$ cat src/rtl/sar_pkg.sv
package sar_pkg;

   // result codes
   localparam logic [1:0] RES_OK  = 2'd0;
   localparam logic [1:0] RES_BUS = 2'd1;
   localparam logic [1:0] RES_ID  = 2'd2;

   // size decode status codes
   localparam logic [1:0] SZ_OK      = 2'd0;
   localparam logic [1:0] SZ_BADCODE = 2'd1;
   localparam logic [1:0] SZ_BADVER  = 2'd2;
   localparam logic [1:0] SZ_NONE    = 2'd3;

   typedef enum logic [2:0] {
      SQ_IDLE  = 3'd0,
      SQ_WREQ  = 3'd1,
      SQ_WWAIT = 3'd2,
      SQ_RREQ  = 3'd3,
      SQ_RWAIT = 3'd4,
      SQ_FIN   = 3'd5
   } seq_state_e;

endpackage

$ cat src/rtl/sar_seq.sv
module sar_seq
   import sar_pkg::*;
#(
   parameter int                ADDR_W    = 7,
   parameter int                DATA_W    = 8,
   parameter int                NREG      = 3,
   parameter int                IDX_W     = 2,
   parameter logic [ADDR_W-1:0] CMD_ADDR  = 7'h5A,
   parameter logic [ADDR_W-1:0] DATA_ADDR = 7'h35
) (
   input  logic              clk,
   input  logic              rst_n,
   input  logic              start,
   output logic              busy,
   output logic              cmd_valid,
   input  logic              cmd_ready,
   output logic [ADDR_W-1:0] cmd_addr,
   output logic              cmd_rd,
   output logic [DATA_W-1:0] cmd_wdata,
   output logic              cmd_stop,
   input  logic              rsp_valid,
   input  logic              rsp_nack,
   output logic              cap_clr,
   output logic              cap_we,
   output logic [IDX_W-1:0]  cap_idx,
   output logic              fin,
   output logic              bus_fail
);

   localparam logic [IDX_W-1:0] LAST_IDX = IDX_W'(NREG - 1);

   seq_state_e       st_q;
   logic [IDX_W-1:0] idx_q;
   logic             fail_q;

   always_ff @(posedge clk or negedge rst_n) begin
      if (!rst_n) begin
         st_q   <= SQ_IDLE;
         idx_q  <= '0;
         fail_q <= 1'b0;
      end else begin
         unique case (st_q)
            SQ_IDLE: begin
               if (start) begin
                  st_q   <= SQ_WREQ;
                  idx_q  <= '0;
                  fail_q <= 1'b0;
               end
            end
            SQ_WREQ: begin
               if (cmd_ready) st_q <= SQ_WWAIT;
            end
            SQ_WWAIT: begin
               if (rsp_valid) begin
                  if (rsp_nack) begin
                     fail_q <= 1'b1;
                     st_q   <= SQ_FIN;
                  end else begin
                     st_q <= SQ_RREQ;
                  end
               end
            end
            SQ_RREQ: begin
               if (cmd_ready) st_q <= SQ_RWAIT;
            end
            SQ_RWAIT: begin
               if (rsp_valid) begin
                  if (rsp_nack) begin
                     fail_q <= 1'b1;
                     st_q   <= SQ_FIN;
                  end else if (idx_q == LAST_IDX) begin
                     st_q <= SQ_FIN;
                  end else begin
                     idx_q <= idx_q + 1'b1;
                     st_q  <= SQ_WREQ;
                  end
               end
            end
            SQ_FIN:  st_q <= SQ_IDLE;
            default: st_q <= SQ_IDLE;
         endcase
      end
   end

   // command channel
   always_comb begin
      cmd_valid = (st_q == SQ_WREQ) || (st_q == SQ_RREQ);
      cmd_rd    = (st_q == SQ_RREQ);
      cmd_addr  = cmd_rd ? DATA_ADDR : CMD_ADDR;
      cmd_wdata = cmd_rd ? '0 : DATA_W'(idx_q);
      cmd_stop  = 1'b1;
   end

   assign busy     = (st_q != SQ_IDLE);
   assign cap_clr  = (st_q == SQ_IDLE) && start;
   assign cap_we   = (st_q == SQ_RWAIT) && rsp_valid && !rsp_nack;
   assign cap_idx  = idx_q;
   assign fin      = (st_q == SQ_FIN);
   assign bus_fail = fail_q;

endmodule

$ cat src/rtl/sar_capture.sv
module sar_capture #(
   parameter int DATA_W         = 8,
   parameter int NREG           = 3,
   parameter int IDX_W          = 2,
   parameter bit CLEAR_ON_START = 1'b1
) (
   input  logic                   clk,
   input  logic                   rst_n,
   input  logic                   clr,
   input  logic                   we,
   input  logic [IDX_W-1:0]       idx,
   input  logic [DATA_W-1:0]      wdata,
   output logic [NREG*DATA_W-1:0] bytes_o
);

   for (genvar g = 0; g < NREG; g++) begin : g_byte
      logic [DATA_W-1:0] q;
      logic              hit;

      assign hit = we && (idx == IDX_W'(g));

      if (CLEAR_ON_START) begin : g_clr
         always_ff @(posedge clk or negedge rst_n) begin
            if (!rst_n)   q <= '0;
            else if (clr) q <= '0;
            else if (hit) q <= wdata;
         end
      end else begin : g_keep
         always_ff @(posedge clk or negedge rst_n) begin
            if (!rst_n)   q <= '0;
            else if (hit) q <= wdata;
         end
      end

      assign bytes_o[g*DATA_W +: DATA_W] = q;
   end

endmodule

$ cat src/rtl/sar_size_decode.sv
module sar_size_decode
   import sar_pkg::*;
#(
   parameter int VER_W  = 3,
   parameter int CODE_W = 4,
   parameter int KB_W   = 10
) (
   input  logic [VER_W-1:0]  ver_code,
   input  logic [CODE_W-1:0] size_code,
   output logic [KB_W-1:0]   size_kb,
   output logic [1:0]        size_stat
);

   localparam logic [KB_W-1:0] KB128 = KB_W'(128);
   localparam logic [KB_W-1:0] KB192 = KB_W'(192);
   localparam logic [KB_W-1:0] KB256 = KB_W'(256);
   localparam logic [KB_W-1:0] KB384 = KB_W'(384);
   localparam logic [KB_W-1:0] KB512 = KB_W'(512);
   localparam logic [VER_W-1:0] VER_WIDE = VER_W'(3);

   logic [KB_W-1:0] early_kb, wide_kb;
   logic            early_ok, wide_ok;

   // early family: three sizes, step of four codes
   always_comb begin
      early_ok = 1'b1;
      unique case (size_code)
         CODE_W'(0): early_kb = KB128;
         CODE_W'(4): early_kb = KB192;
         CODE_W'(8): early_kb = KB256;
         default: begin
            early_kb = '0;
            early_ok = 1'b0;
         end
      endcase
   end

   // wide family: five sizes, step of two codes
   always_comb begin
      wide_ok = 1'b1;
      unique case (size_code)
         CODE_W'(0): wide_kb = KB128;
         CODE_W'(2): wide_kb = KB192;
         CODE_W'(4): wide_kb = KB256;
         CODE_W'(6): wide_kb = KB384;
         CODE_W'(8): wide_kb = KB512;
         default: begin
            wide_kb = '0;
            wide_ok = 1'b0;
         end
      endcase
   end

   always_comb begin
      if (ver_code < VER_WIDE) begin
         size_kb   = early_kb;
         size_stat = early_ok ? SZ_OK : SZ_BADCODE;
      end else if (ver_code == VER_WIDE) begin
         size_kb   = wide_kb;
         size_stat = wide_ok ? SZ_OK : SZ_BADCODE;
      end else begin
         size_kb   = '0;
         size_stat = SZ_BADVER;
      end
   end

endmodule

$ cat src/rtl/sar_result.sv
module sar_result
   import sar_pkg::*;
#(
   parameter int                DATA_W    = 8,
   parameter int                KB_W      = 10,
   parameter logic [DATA_W-1:0] EXPECT_ID = 8'h83
) (
   input  logic              clk,
   input  logic              rst_n,
   input  logic              clr,
   input  logic              fin,
   input  logic              bus_fail,
   input  logic [DATA_W-1:0] id1,
   input  logic [KB_W-1:0]   kb_in,
   input  logic [1:0]        stat_in,
   output logic              done,
   output logic [1:0]        result,
   output logic [KB_W-1:0]   size_kb,
   output logic [1:0]        size_stat
);

   logic [1:0] res_d;

   always_comb begin
      if (bus_fail)              res_d = RES_BUS;
      else if (id1 != EXPECT_ID) res_d = RES_ID;
      else                       res_d = RES_OK;
   end

   always_ff @(posedge clk or negedge rst_n) begin
      if (!rst_n) begin
         done      <= 1'b0;
         result    <= RES_OK;
         size_kb   <= '0;
         size_stat <= SZ_NONE;
      end else if (clr) begin
         done      <= 1'b0;
         result    <= RES_OK;
         size_kb   <= '0;
         size_stat <= SZ_NONE;
      end else if (fin) begin
         done      <= 1'b1;
         result    <= res_d;
         size_kb   <= bus_fail ? '0 : kb_in;
         size_stat <= bus_fail ? SZ_NONE : stat_in;
      end
   end

endmodule

$ cat src/rtl/sar_idreader.sv
module sar_idreader
   import sar_pkg::*;
#(
   parameter int                ADDR_W         = 7,
   parameter int                DATA_W         = 8,
   parameter int                KB_W           = 10,
   parameter int                VER_W          = 3,
   parameter int                CODE_LSB       = 4,
   parameter logic [ADDR_W-1:0] CMD_ADDR       = 7'h5A,
   parameter logic [ADDR_W-1:0] DATA_ADDR      = 7'h35,
   parameter logic [DATA_W-1:0] EXPECT_ID      = 8'h83,
   parameter bit                CLEAR_ON_START = 1'b1
) (
   input  logic              clk,
   input  logic              rst_n,
   input  logic              start,
   output logic              busy,
   output logic              done,
   output logic              cmd_valid,
   input  logic              cmd_ready,
   output logic [ADDR_W-1:0] cmd_addr,
   output logic              cmd_rd,
   output logic [DATA_W-1:0] cmd_wdata,
   output logic              cmd_stop,
   input  logic              rsp_valid,
   input  logic              rsp_nack,
   input  logic [DATA_W-1:0] rsp_rdata,
   output logic [DATA_W-1:0] id1,
   output logic [DATA_W-1:0] id2,
   output logic [DATA_W-1:0] ver_byte,
   output logic [VER_W-1:0]  ver_code,
   output logic [KB_W-1:0]   size_kb,
   output logic [1:0]        size_stat,
   output logic [1:0]        result,
   output logic              err
);

   localparam int NREG   = 3;
   localparam int IDX_W  = $clog2(NREG);
   localparam int CODE_W = DATA_W - CODE_LSB;

   // elaboration-time parameter checks
   if (CMD_ADDR == DATA_ADDR) begin : g_bad_addr
      $error("selection and data addresses must differ");
   end
   if (KB_W < 10) begin : g_bad_kb
      $error("KB_W too narrow for 512");
   end
   if (DATA_W < 8 || CODE_LSB <= VER_W || CODE_W < 4) begin : g_bad_fields
      $error("version byte fields do not fit");
   end

   logic                   cap_clr, cap_we, fin, bus_fail;
   logic [IDX_W-1:0]       cap_idx;
   logic [NREG*DATA_W-1:0] bytes_w;
   logic [KB_W-1:0]        dec_kb;
   logic [1:0]             dec_stat;

   sar_seq #(
      .ADDR_W(ADDR_W), .DATA_W(DATA_W), .NREG(NREG), .IDX_W(IDX_W),
      .CMD_ADDR(CMD_ADDR), .DATA_ADDR(DATA_ADDR)
   ) u_seq (
      .clk(clk), .rst_n(rst_n), .start(start), .busy(busy),
      .cmd_valid(cmd_valid), .cmd_ready(cmd_ready), .cmd_addr(cmd_addr),
      .cmd_rd(cmd_rd), .cmd_wdata(cmd_wdata), .cmd_stop(cmd_stop),
      .rsp_valid(rsp_valid), .rsp_nack(rsp_nack),
      .cap_clr(cap_clr), .cap_we(cap_we), .cap_idx(cap_idx),
      .fin(fin), .bus_fail(bus_fail)
   );

   sar_capture #(
      .DATA_W(DATA_W), .NREG(NREG), .IDX_W(IDX_W),
      .CLEAR_ON_START(CLEAR_ON_START)
   ) u_cap (
      .clk(clk), .rst_n(rst_n), .clr(cap_clr), .we(cap_we),
      .idx(cap_idx), .wdata(rsp_rdata), .bytes_o(bytes_w)
   );

   assign id1      = bytes_w[0*DATA_W +: DATA_W];
   assign id2      = bytes_w[1*DATA_W +: DATA_W];
   assign ver_byte = bytes_w[2*DATA_W +: DATA_W];
   assign ver_code = ver_byte[VER_W-1:0];

   sar_size_decode #(
      .VER_W(VER_W), .CODE_W(4), .KB_W(KB_W)
   ) u_dec (
      .ver_code(ver_code),
      .size_code(ver_byte[CODE_LSB +: 4]),
      .size_kb(dec_kb),
      .size_stat(dec_stat)
   );

   sar_result #(
      .DATA_W(DATA_W), .KB_W(KB_W), .EXPECT_ID(EXPECT_ID)
   ) u_res (
      .clk(clk), .rst_n(rst_n), .clr(cap_clr), .fin(fin),
      .bus_fail(bus_fail), .id1(id1), .kb_in(dec_kb), .stat_in(dec_stat),
      .done(done), .result(result), .size_kb(size_kb), .size_stat(size_stat)
   );

   assign err = (result != RES_OK);

endmodule

$ cat config.mk
export PLATFORM = sky130hd
export DESIGN_NAME = sar_idreader
export DESIGN_NICKNAME = d
export VERILOG_FILES = /design/src/rtl/sar_pkg.sv /design/src/rtl/sar_seq.sv /design/src/rtl/sar_capture.sv /design/src/rtl/sar_size_decode.sv /design/src/rtl/sar_result.sv /design/src/rtl/sar_idreader.sv
export SDC_FILE = /design/constraint.sdc
export NUM_CORES = 1
export LEC_CHECK = 0
export ABC_AREA = 1
export BUFFER_PORTS_ARGS = -buffer_cell sky130_fd_sc_hd__buf_2
export CAP_MARGIN = 10
export CORE_MARGIN = 1
export CORE_UTILIZATION = 53
export DETAILED_ROUTE_END_ITERATION = 12
export PLACE_DENSITY = 0.85
export SLEW_MARGIN = 20
export SYNTH_ARGS = -nofsm -noshare
export SYNTH_HDL_FRONTEND = slang
export SYNTH_SLANG_ARGS = --single-unit
$ cat constraint.sdc
create_clock -name clk -period 2.2 [get_ports clk]
set_input_delay 0 -clock clk [delete_from_list [all_inputs] [get_ports clk]]
set_output_delay 0 -clock clk [all_outputs]
set_load 0.005 [all_outputs]
==> results.toml, run 1 <==
[detailed_routing]
num_vias = 1760
wl_met1_mm = 1.966
totalWireLength_mm = 4.426
firstDrtPassIters = 4
route.detailed.drc = 0
post_drt_wl_per_cell_um = 12.65
wl_met3_um = 273
route.met2.wl_mm = 2.108
viasPerCell = 5.029
top_layer_used = "met4"
drt_iter0_markers = 159
detail-route-antenna-nets = 0

[die]
core_um2 = 3771
start_util_pct = 56.50
dieArea_um2 = 4278
top_level_ports = 76
die_w_um = 65.41
rows = 22
die_y_um = 65.41

[pwr]
powerDensity_nw_per_um2 = 895.3
finalPower_w = 0.002185
peakVddDrop_mv = 0.7369
leakage_nw = 1.403

[clock_tree]
numCtsBuffers = 5
cts_resized = 0
path_clk_slew_ns = 0.08
post-cts-setup-buffers = 0
clk_latency_ns = 0.29
cts_buffer_depth = 2
htreeDepth = 2
cts.sinks = 39
cts_tree = "built"
root_buffer = "clkbuf_8"

[hold_path]
hp-class = "in -> reg"

[sta]
fin_hold_ws_ns = 0.007026
hold_viol_final = 0
final.setup.tns_ns = 0
period_share_pct = 70.17
skew_ns = 0.005915
setup_viol = 0
worstMarginPinSlew_ns = 0.8231
slew_violations = 0
max_freq_ghz = 0.6478
fin_crit_ns = 1.544
rsz0062_at_grt = "no"
slew_headroom_pct = 45.13

[setup_path]
rr_worst_depth = 7
cp_num_buf_inv = 3
cp_max_fo = 35
crit_cells = 7
crit_start = "u_seq.st_q[2]"
arrival_ns = 1.78
ff2ff_setup_slack_ns = 0.66
crit_path_top_delay_cell = "dfrtp_1"
critPathCaptureType = "flop"
worstPathCellList = "inv_2 -> nand3_2 -> buf_4 -> nand2_1 -> or2_1 -> nand2_1 -> inv_1"
cpPeakStageDelay_ns = 0.50
cpLargestDelayFamily = "simple AND/OR/NAND/NOR gates"
worst_setup_path_start_kind = "flop"
r2r-end = "u_res.size_stat[0]"
crit_top_cell = "nand2_1"
crit_type = "reg -> reg"
endpoint = "u_res.size_stat[0]"
required_ns = 2.43
r2r-start = "u_seq.st_q[2]"

[yosys]
ys_seq_area_share_pct = 45.92
synth_simple_gate_area_share_pct = 26.89
synth_compound_area_share_pct = 10.75
synth_xor_area_share_pct = 0
synth_fa_ha_area_share_pct = 1.762
synth-edff-count = 0
synth_top_area_cell = "dfrtp_1"
synthCells = 245
ys_ff_latch = 39
synth.area.top_cells = "dfrtp_1 (43%), nand2_1 (8.5%), nand3_1 (8.2%)"
ys_warn_count = 0
synthMuxAreaShare_pct = 0
avgSynthCellArea_um2 = 8.697
synth-main-ff-cell = "dfrtp_1"
netlist_area_um2 = 2131
synth_top_area_share_pct = 43.45
synth_top_family_by_area = "simple AND/OR/NAND/NOR gates"
yosysUniqueCellTypes = 27
synth-async-reset-ratio_pct = 100.0

[placement]
place_area_um2 = 2326
hpwl_mm = 3.318
io_buffers = 61
placedCellCount = 339
place.gp.congestion = 0.9057

[flow_run]
maxCapViolations = 0

[finish]
instances_no_fill = 350
fillers = 324
layout.nets = 318
syn_to_final_growth_pct = 14.56
finalInstanceArea_um2 = 2441
drive_gt1_share_pct = 31.46
diodes = 0

[global_route]
antenna_found_initial = 0
grt_max_degree = 40
grt_usage_pct = 22.40
grt_pass1_vias = 1557
grt_remaining_overflow = 0
grt_pass1_wl_mm = 7.079

[status]
status = "finished clean"
[cell usage after synthesis, types with 2 or more instances]
library cell,count
a21oi_1,3
buf_4,23
buf_6,4
conb_1,2
dfrtp_1,37
dfstp_2,2
ha_1,3
inv_1,21
nand2_1,48
nand2_4,4
nand3_1,35
nand3_2,4
nand4_1,3
nor2_1,11
nor3_1,3
o21ai_0,9
o21ai_1,13
o21ai_2,11
[area by class of cell]
cell class	count	area [um^2]	share of cell area, %
flip-flops and latches	39	978.4	40.08
multi-input cells	168	892.1	36.55
repair buffers	65	342.8	14.04
inverters	22	82.58	3.383
clock buffers	6	72.57	2.973
well taps	48	60.06	2.460
clock inverters	2	12.51	0.5126
[layout by cell type (no fill, tap or decap), drive strengths merged]
master	instances
nand3b	1
ha	3
nand4	3
nand3	39
o21ai	33
a21oi	3
nor2	14
dfstp	2
inv	22
clkbuf	6
o21bai	1
clkinvlp	1
nand2	52
clkinv	1
nor3	3
buf	62
or2	2
conb	14
dlygate4sd3	3
dfrtp	37
[timing repair]
action                                 4_1_cts  5_1_grt
endpoints found under the hold margin       39        0
hold buffers                                 3        0
setup endpoints to repair                    0        0
[worst reg2reg max path: stages (launching register included)]
cell	delay, ns
dfrtp_1	0.50
inv_2	0.11
nand3_2	0.08
buf_4	0.33
nand2_1	0.14
or2_1	0.23
nand2_1	0.07
inv_1	0.04
[metrics by stage]
stage                     util, %  setup slack (ns)
final                       64.73            0.6563
after global routing        64.73            0.5062
after CTS                   64.73            0.6574
after detailed placement    61.68            0.6821
after global placement      61.68            0.7461
after floorplan                 -            0.8928
[registers in the layout, indices dropped and copies added (netlist names)]
name             flops
u_cap.g_byte.q      24
u_res.done           1
u_res.result         2
u_res.size_kb        4
u_res.size_stat      2
u_seq.bus_fail       1
u_seq.cap_idx        2
u_seq.st_q           3
[report_power, final]
group / switching (W) / leakage [nW] / internal, W
Sequential: 0.000111 / 0.530 / 0.000843
Clock: 0.000251 / 0.0412 / 0.000222
Combinational: 0.000471 / 0.831 / 0.000288
Total: 0.000833 / 1.40 / 0.00135
[layer usage]
layer / vias to the layer above / track usage (%)
met5: - / 0
met4: 0 / 10.60
met3: 6 / 6.597
met2: 67 / 35.31
met1: 807 / 28.07
li1: 880 / -
[worst min path at each step]
stage | start | to | slack [ns] | depth (start not counted)
after floorplan | rst_n | u_cap.g_byte[0].q[0] | -0.30 | 0
after global placement | rst_n | u_res.size_kb[6] | 0.16 | 1
after detailed placement | rst_n | u_res.size_kb[8] | 0.15 | 1
after CTS | rsp_rdata[7] | u_cap.g_byte[1].q[7] | 0.002 | 3
after global routing | rsp_rdata[7] | u_cap.g_byte[2].q[7] | 0.02 | 3
final | rsp_rdata[7] | u_cap.g_byte[1].q[7] | 0.007 | 3
[kinds of logic (layout without fill, tap and decap cells)]
group / count (synthesis) / after routing
AO/OA/AOI/OAI: 37 / 37
flip-flops: 39 / 39
AND/OR/NAND/NOR: 114 / 114
adder cells (fa/ha/maj): 3 / 3
other: 2 / 14
buffers and inverters: 50 / 95
(Power assumes the default switching activity.)
==> run 2, diff against run 1 <==
--- a/config.mk
+++ b/config.mk
@@ -9,9 +9,9 @@
 export BUFFER_PORTS_ARGS = -buffer_cell sky130_fd_sc_hd__buf_2
 export CAP_MARGIN = 10
 export CORE_MARGIN = 1
-export CORE_UTILIZATION = 53
+export CORE_UTILIZATION = 50
 export DETAILED_ROUTE_END_ITERATION = 12
-export PLACE_DENSITY = 0.85
+export PLACE_DENSITY = 0.81
 export SLEW_MARGIN = 20
 export SYNTH_ARGS = -nofsm -noshare
 export SYNTH_HDL_FRONTEND = slang
==> constraint.sdc (replaced) <==
create_clock -name clk -period 1.5 [get_ports clk]
set_input_delay 0 -clock clk [delete_from_list [all_inputs] [get_ports clk]]
set_output_delay 0 -clock clk [all_outputs]
set_load 0.005 [all_outputs]
==> results.toml, run 2 (synthesis results as in run 1) <==
[detailed_routing]
viasPerCell = 5.101
totalWireLength_mm = 4.378
drt_iter0_markers = 101
num_vias = 1821
route.detailed.drc = 0
detail-route-antenna-nets = 0
post_drt_wl_per_cell_um = 12.26
firstDrtPassIters = 4

[placement]
hpwl_mm = 3.275
io_buffers = 61
place_area_um2 = 2379
placedCellCount = 346
place.gp.congestion = 0.8712

[flow_run]
maxCapViolations = 0

[clock_tree]
path_clk_slew_ns = 0.07
root_buffer = "clkbuf_8"
clk_latency_ns = 0.29
numCtsBuffers = 5
cts_buffer_depth = 2
cts_tree = "built"
cts.sinks = 39
htreeDepth = 2
post-cts-setup-buffers = 0

[die]
start_util_pct = 52.51
core_um2 = 4058
die_w_um = 67.28
dieArea_um2 = 4527
rows = 23
top_level_ports = 76
die_y_um = 67.28

[setup_path]
required_ns = 1.50
worstPathCellList = "buf_4 -> nor2_2 -> nand2_1 -> inv_2 -> nor2_1 -> buf_2"
critPathCaptureType = "output port"
cp_max_fo = 6
crit_path_top_delay_cell = "dfrtp_1"
r2r-start = "u_seq.st_q[0]"
arrival_ns = 1.38
r2r-end = "u_cap.g_byte[0].q[7]"
ff2ff_setup_slack_ns = 0.13
crit_type = "reg -> out"
worst_setup_path_start_kind = "flop"
rr_worst_depth = 7
cpPeakStageDelay_ns = 0.39

[finish]
reg.largest.list = "u_cap.g_byte.q: 24 flops, u_res.size_kb: 4 flops, u_seq.st_q: 3 flops"
layout_commonest_cell = "buf_2"
post-route-util_pct = 62.84
regMostFlops = "u_cap.g_byte.q"
largest_reg_flops = 24
finalInstanceArea_um2 = 2550
fillers = 351
multiInputGateArea_um2 = 899.6
diodes = 0
instances_no_fill = 357
syn_to_final_growth_pct = 19.67
final_cell_mix = "buf_2 (61), nand2_1 (48), dfrtp_1 (36), nand3_1 (35), inv_1 (20)"
layout.nets = 323
drive_gt1_share_pct = 33.88
regArea_um2 = 979.7

[status]
status = "finished clean"

[global_route]
grt_pass1_wl_mm = 6.982
grt_pass1_vias = 1606
antenna_found_initial = 0
grt_max_degree = 40
grt_usage_pct = 21.05
grt_remaining_overflow = 0

[sta]
slew_violations = 0
skew_ns = 0.006653
setup_viol = 0
max_freq_ghz = 0.7250
fin_hold_ws_ns = 0.01681
final.setup.tns_ns = 0
period_share_pct = 91.95
rsz0062_at_grt = "no"
hold_viol_final = 0
fin_crit_ns = 1.379

[hold_path]
hold_start = "rsp_valid"
min_to = "u_seq.bus_fail"
hp-class = "in -> reg"
hold_depth = 3

[pwr]
peakVddDrop_mv = 0.9633
powerDensity_nw_per_um2 = 1421
leakage_nw = 1.454
run 2: through the flow:
step | power, W | worst slack [ns]
CTS | 0.003649 | 0.009246
global route | 0.003882 | 0.003073
floorplan | 0.002224 | 0.1928
finish | 0.003624 | 0.1207
detailed placement | 0.002604 | 0.07665
global placement | 0.002565 | 0.1591
run 2: critical path, delay by kind of cell, from the launching register on:
kind,cells,cell delay [ns]
DFF,1,0.39
buffers and inverters,3,0.40
and+or+nand+nor,3,0.30
run 2: worst max path at each step:
| stage | start | to |
|---|---|---|
| after global routing | u_seq.st_q[0] | u_cap.g_byte[0].q[7] |
| final | u_seq.st_q[2] | cmd_wdata[0] |
| after detailed placement | u_seq.st_q[0] | u_seq.cap_idx[0] |
| after floorplan | u_seq.st_q[1] | u_cap.g_byte[1].q[0] |
| after global placement | u_seq.cap_idx[0] | u_seq.cap_idx[0] |
| after CTS | u_seq.st_q[0] | cmd_wdata[0] |
run 2: layout make-up:
class	count	area share (%)
flip-flops and latches	39	38.42
multi-input cells	168	35.28
repair buffers	70	15.41
inverters	22	3.238
clock buffers	6	2.846
well taps	50	2.453
clock inverters	2	2.355
run 2: what timing repair did:
item                       in CTS  in global routing
hold endpoints to repair       42                  0
gates resized for setup         0                  4
hold buffers                    3                  0
setup endpoints to repair       0                  9
run 2: routing by layer:
layer  wire, um  vias up  global-route usage (%)
met1       1883      857                   26.11
met3        264       11                   4.392
met4        110        0                   11.17
met5          0        -                       0
li1           -      886                       -
met2       2118       67                   34.25
run 2: power by group:
group          internal (W)  switching (W)
Sequential          0.00124       0.000134
Clock              0.000665       0.000362
Combinational      0.000486       0.000737
Total               0.00239        0.00123
==> run 3, diff against run 2 <==
--- a/config.mk
+++ b/config.mk
@@ -5,7 +5,6 @@
 export SDC_FILE = /design/constraint.sdc
 export NUM_CORES = 1
 export LEC_CHECK = 0
-export ABC_AREA = 1
 export BUFFER_PORTS_ARGS = -buffer_cell sky130_fd_sc_hd__buf_2
 export CAP_MARGIN = 10
 export CORE_MARGIN = 1
==> constraint.sdc (replaced) <==
create_clock -name clk -period 1.5 [get_ports clk]
set_input_delay 0 -clock clk [delete_from_list [all_inputs] [get_ports clk]]
set_output_delay 0 -clock clk [all_outputs]
set_load 0.02 [all_outputs]
==> results.toml, run 3 <==
[status]
status = "finished with violations"
violations = "setup timing"

[detailed_routing]
post_drt_wl_per_cell_um = 14.50
detail-route-antenna-nets = 0
drt_iter0_markers = 90
viasPerCell = 5.331
firstDrtPassIters = 4
totalWireLength_mm = 5.076
num_vias = 1866
route.detailed.drc = 0

[sta]
hold_viol_final = 0
setup_viol = 2
fin_hold_ws_ns = 0.02535
final.setup.tns_ns = -0.02725
skew_ns = 0.007779
fin_crit_ns = 1.521
rsz0062_at_grt = "yes"
period_share_pct = 101.4
max_freq_ghz = 0.6575
fin_ws_ns = -0.02097
slew_violations = 0

[setup_path]
crit_start = "u_seq.st_q[1]"
crit_type = "reg -> reg"
r2r-start = "u_seq.st_q[1]"
critPathCaptureType = "flop"
arrival_ns = 1.70
required_ns = 1.68
worst_setup_path_start_kind = "flop"
cp_max_fo = 4

[finish]
reg.largest.list = "u_cap.g_byte.q: 24 flops, u_res.size_kb: 4 flops, u_seq.st_q: 3 flops"
instances_no_fill = 350
layout.nets = 317
layout_commonest_cell = "buf_2"
largest_reg_flops = 24
diodes = 0
final_cell_mix = "buf_2 (59), nand2_1 (38), dfrtp_1 (35), nor2_1 (17)"
drive_gt1_share_pct = 39.33
regMostFlops = "u_cap.g_byte.q"
syn_to_final_growth_pct = 26.85
fillers = 316

[global_route]
gr-usage-met3_pct = 4.730
grt_pass1_vias = 1610
grt_pass1_wl_mm = 7.334
grt-busiest-layer = "met2"
grt_remaining_overflow = 0
gr-usage-met1_pct = 27.74
antenna_found_initial = 0
grt_usage_pct = 21.86
grt_max_degree = 40
grt_use_met2_pct = 34.78

[hold_path]
hp-class = "in -> reg"
hold_start = "rsp_rdata[4]"

[placement]
hpwl_mm = 3.194
dp_slack_ns = 0.03347
io_buffers = 61
place.gp.congestion = 0.8238
placedCellCount = 330

[yosys]
yosysMostFrequentCell = "nand2_1"
synth.area.top_cells = "dfrtp_1 (43%), buf_4 (7.7%), nand2_1 (6.8%)"
ys_warn_count = 0
ys_ff_latch = 39
synth_top_area_share_pct = 43.20
netlist_area_um2 = 2143
ys_seq_area_share_pct = 45.65
synth-async-reset-ratio_pct = 100.0
netlist_top_cells_count = "nand2_1 (39), dfrtp_1 (37), buf_4 (22)"
avgSynthCellArea_um2 = 9.526
synth-main-ff-cell = "dfrtp_1"
synth_top_area_cell = "dfrtp_1"
synthCells = 225
synth-edff-count = 0
yosysUniqueCellTypes = 38

[die]
dieArea_um2 = 4552
die_y_um = 67.47
rows = 23
die_w_um = 67.47
core_um2 = 4058
start_util_pct = 52.82
top_level_ports = 76

[pwr]
leakage_nw = 1.462
peakVddDrop_mv = 0.7286
powerDensity_nw_per_um2 = 1444

[clock_tree]
cts_buffer_depth = 2
cts_tree = "built"
clk_latency_ns = 0.29
numCtsBuffers = 5
root_buffer = "clkbuf_8"
path_clk_slew_ns = 0.07
cts.sinks = 39
htreeDepth = 2

[flow_run]
maxCapViolations = 0
run 3: power breakdown:
part	total, W	switching, W	internal, W
sequential	0.00138	0.000146	0.00124
clock	0.000667	0.000347	0.000320
combinational	0.00188	0.00108	0.000799
total	0.00393	0.00157	0.00236
run 3: area by class of cell:
cell class	instances	area (um^2)	area share (%)
flip-flops and latches	39	980.9	36.08
multi-input cells	157	979.7	36.03
repair buffers	89	586.8	21.58
clock buffers	7	76.32	2.807
well taps	50	62.56	2.301
inverters	8	32.53	1.197
run 3: logic make-up (layout without fill, tap and decap cells):
kind of cell | Yosys count | in the layout | share of synthesized area [%]
and+or+nand+nor | 86 | 86 | 19.09
AOI/OAI and AO/OA | 43 | 43 | 14.95
muxes | 11 | 11 | 5.137
DFF | 39 | 39 | 45.65
adders and majority gates | 3 | 3 | 1.752
other | 2 | 14 | 0.3504
buffers and inverters | 41 | 104 | 13.08
run 3: timing repair:
item                                    4_1_cts  5_1_grt
cloned                                        0        0
hold endpoints to repair                     52        0
setup buffers                                 1        3
hold buffers                                  9        0
gates resized for setup                       6       14
endpoints found under the setup margin        4       17
run 3: final timing paths:
kind / to / slack, ns / cells past startpoint
setup / recovery: u_seq.st_q[2] / -0.02 / 6
hold / removal: u_cap.g_byte[1].q[4] / 0.03 / 3
setup reg to reg: u_seq.st_q[2] / -0.02 / 6
hold reg to reg: u_res.size_stat[1] / 0.46 / 2
max in group asynchronous: u_res.size_stat[0] / 0.85 / 3
min in group asynchronous: u_cap.g_byte[0].q[6] / 0.29 / 3
run 3: per-stage QoR:
step | total power, W | cell area [um^2] | util (%)
floorplan | 0.002492 | 2191 | -
global placement | 0.002907 | 2446 | 60.28
detailed placement | 0.002939 | 2446 | 60.28
CTS | 0.003697 | 2639 | 65.03
global route | 0.004142 | 2719 | 67.01
finish | 0.003927 | 2719 | 67.01
run 3: worst max-delay path, stage by stage (launching register included):
cell and delay [ns]:
dfrtp_2 0.44, buf_6 0.14, buf_6 0.11, mux2i_2 0.19, a2bb2oi_2 0.23, o22ai_2 0.10, a22o_1 0.21
run 3: layer usage:
| layer | part of all wire (%) | wire (um) |
|---|---|---|
| met1 | 40 | 2053 |
| met2 | 51 | 2577 |
| met3 | 6.8 | 343 |
| met4 | 2.0 | 102 |
| met5 | 0 | 0 |
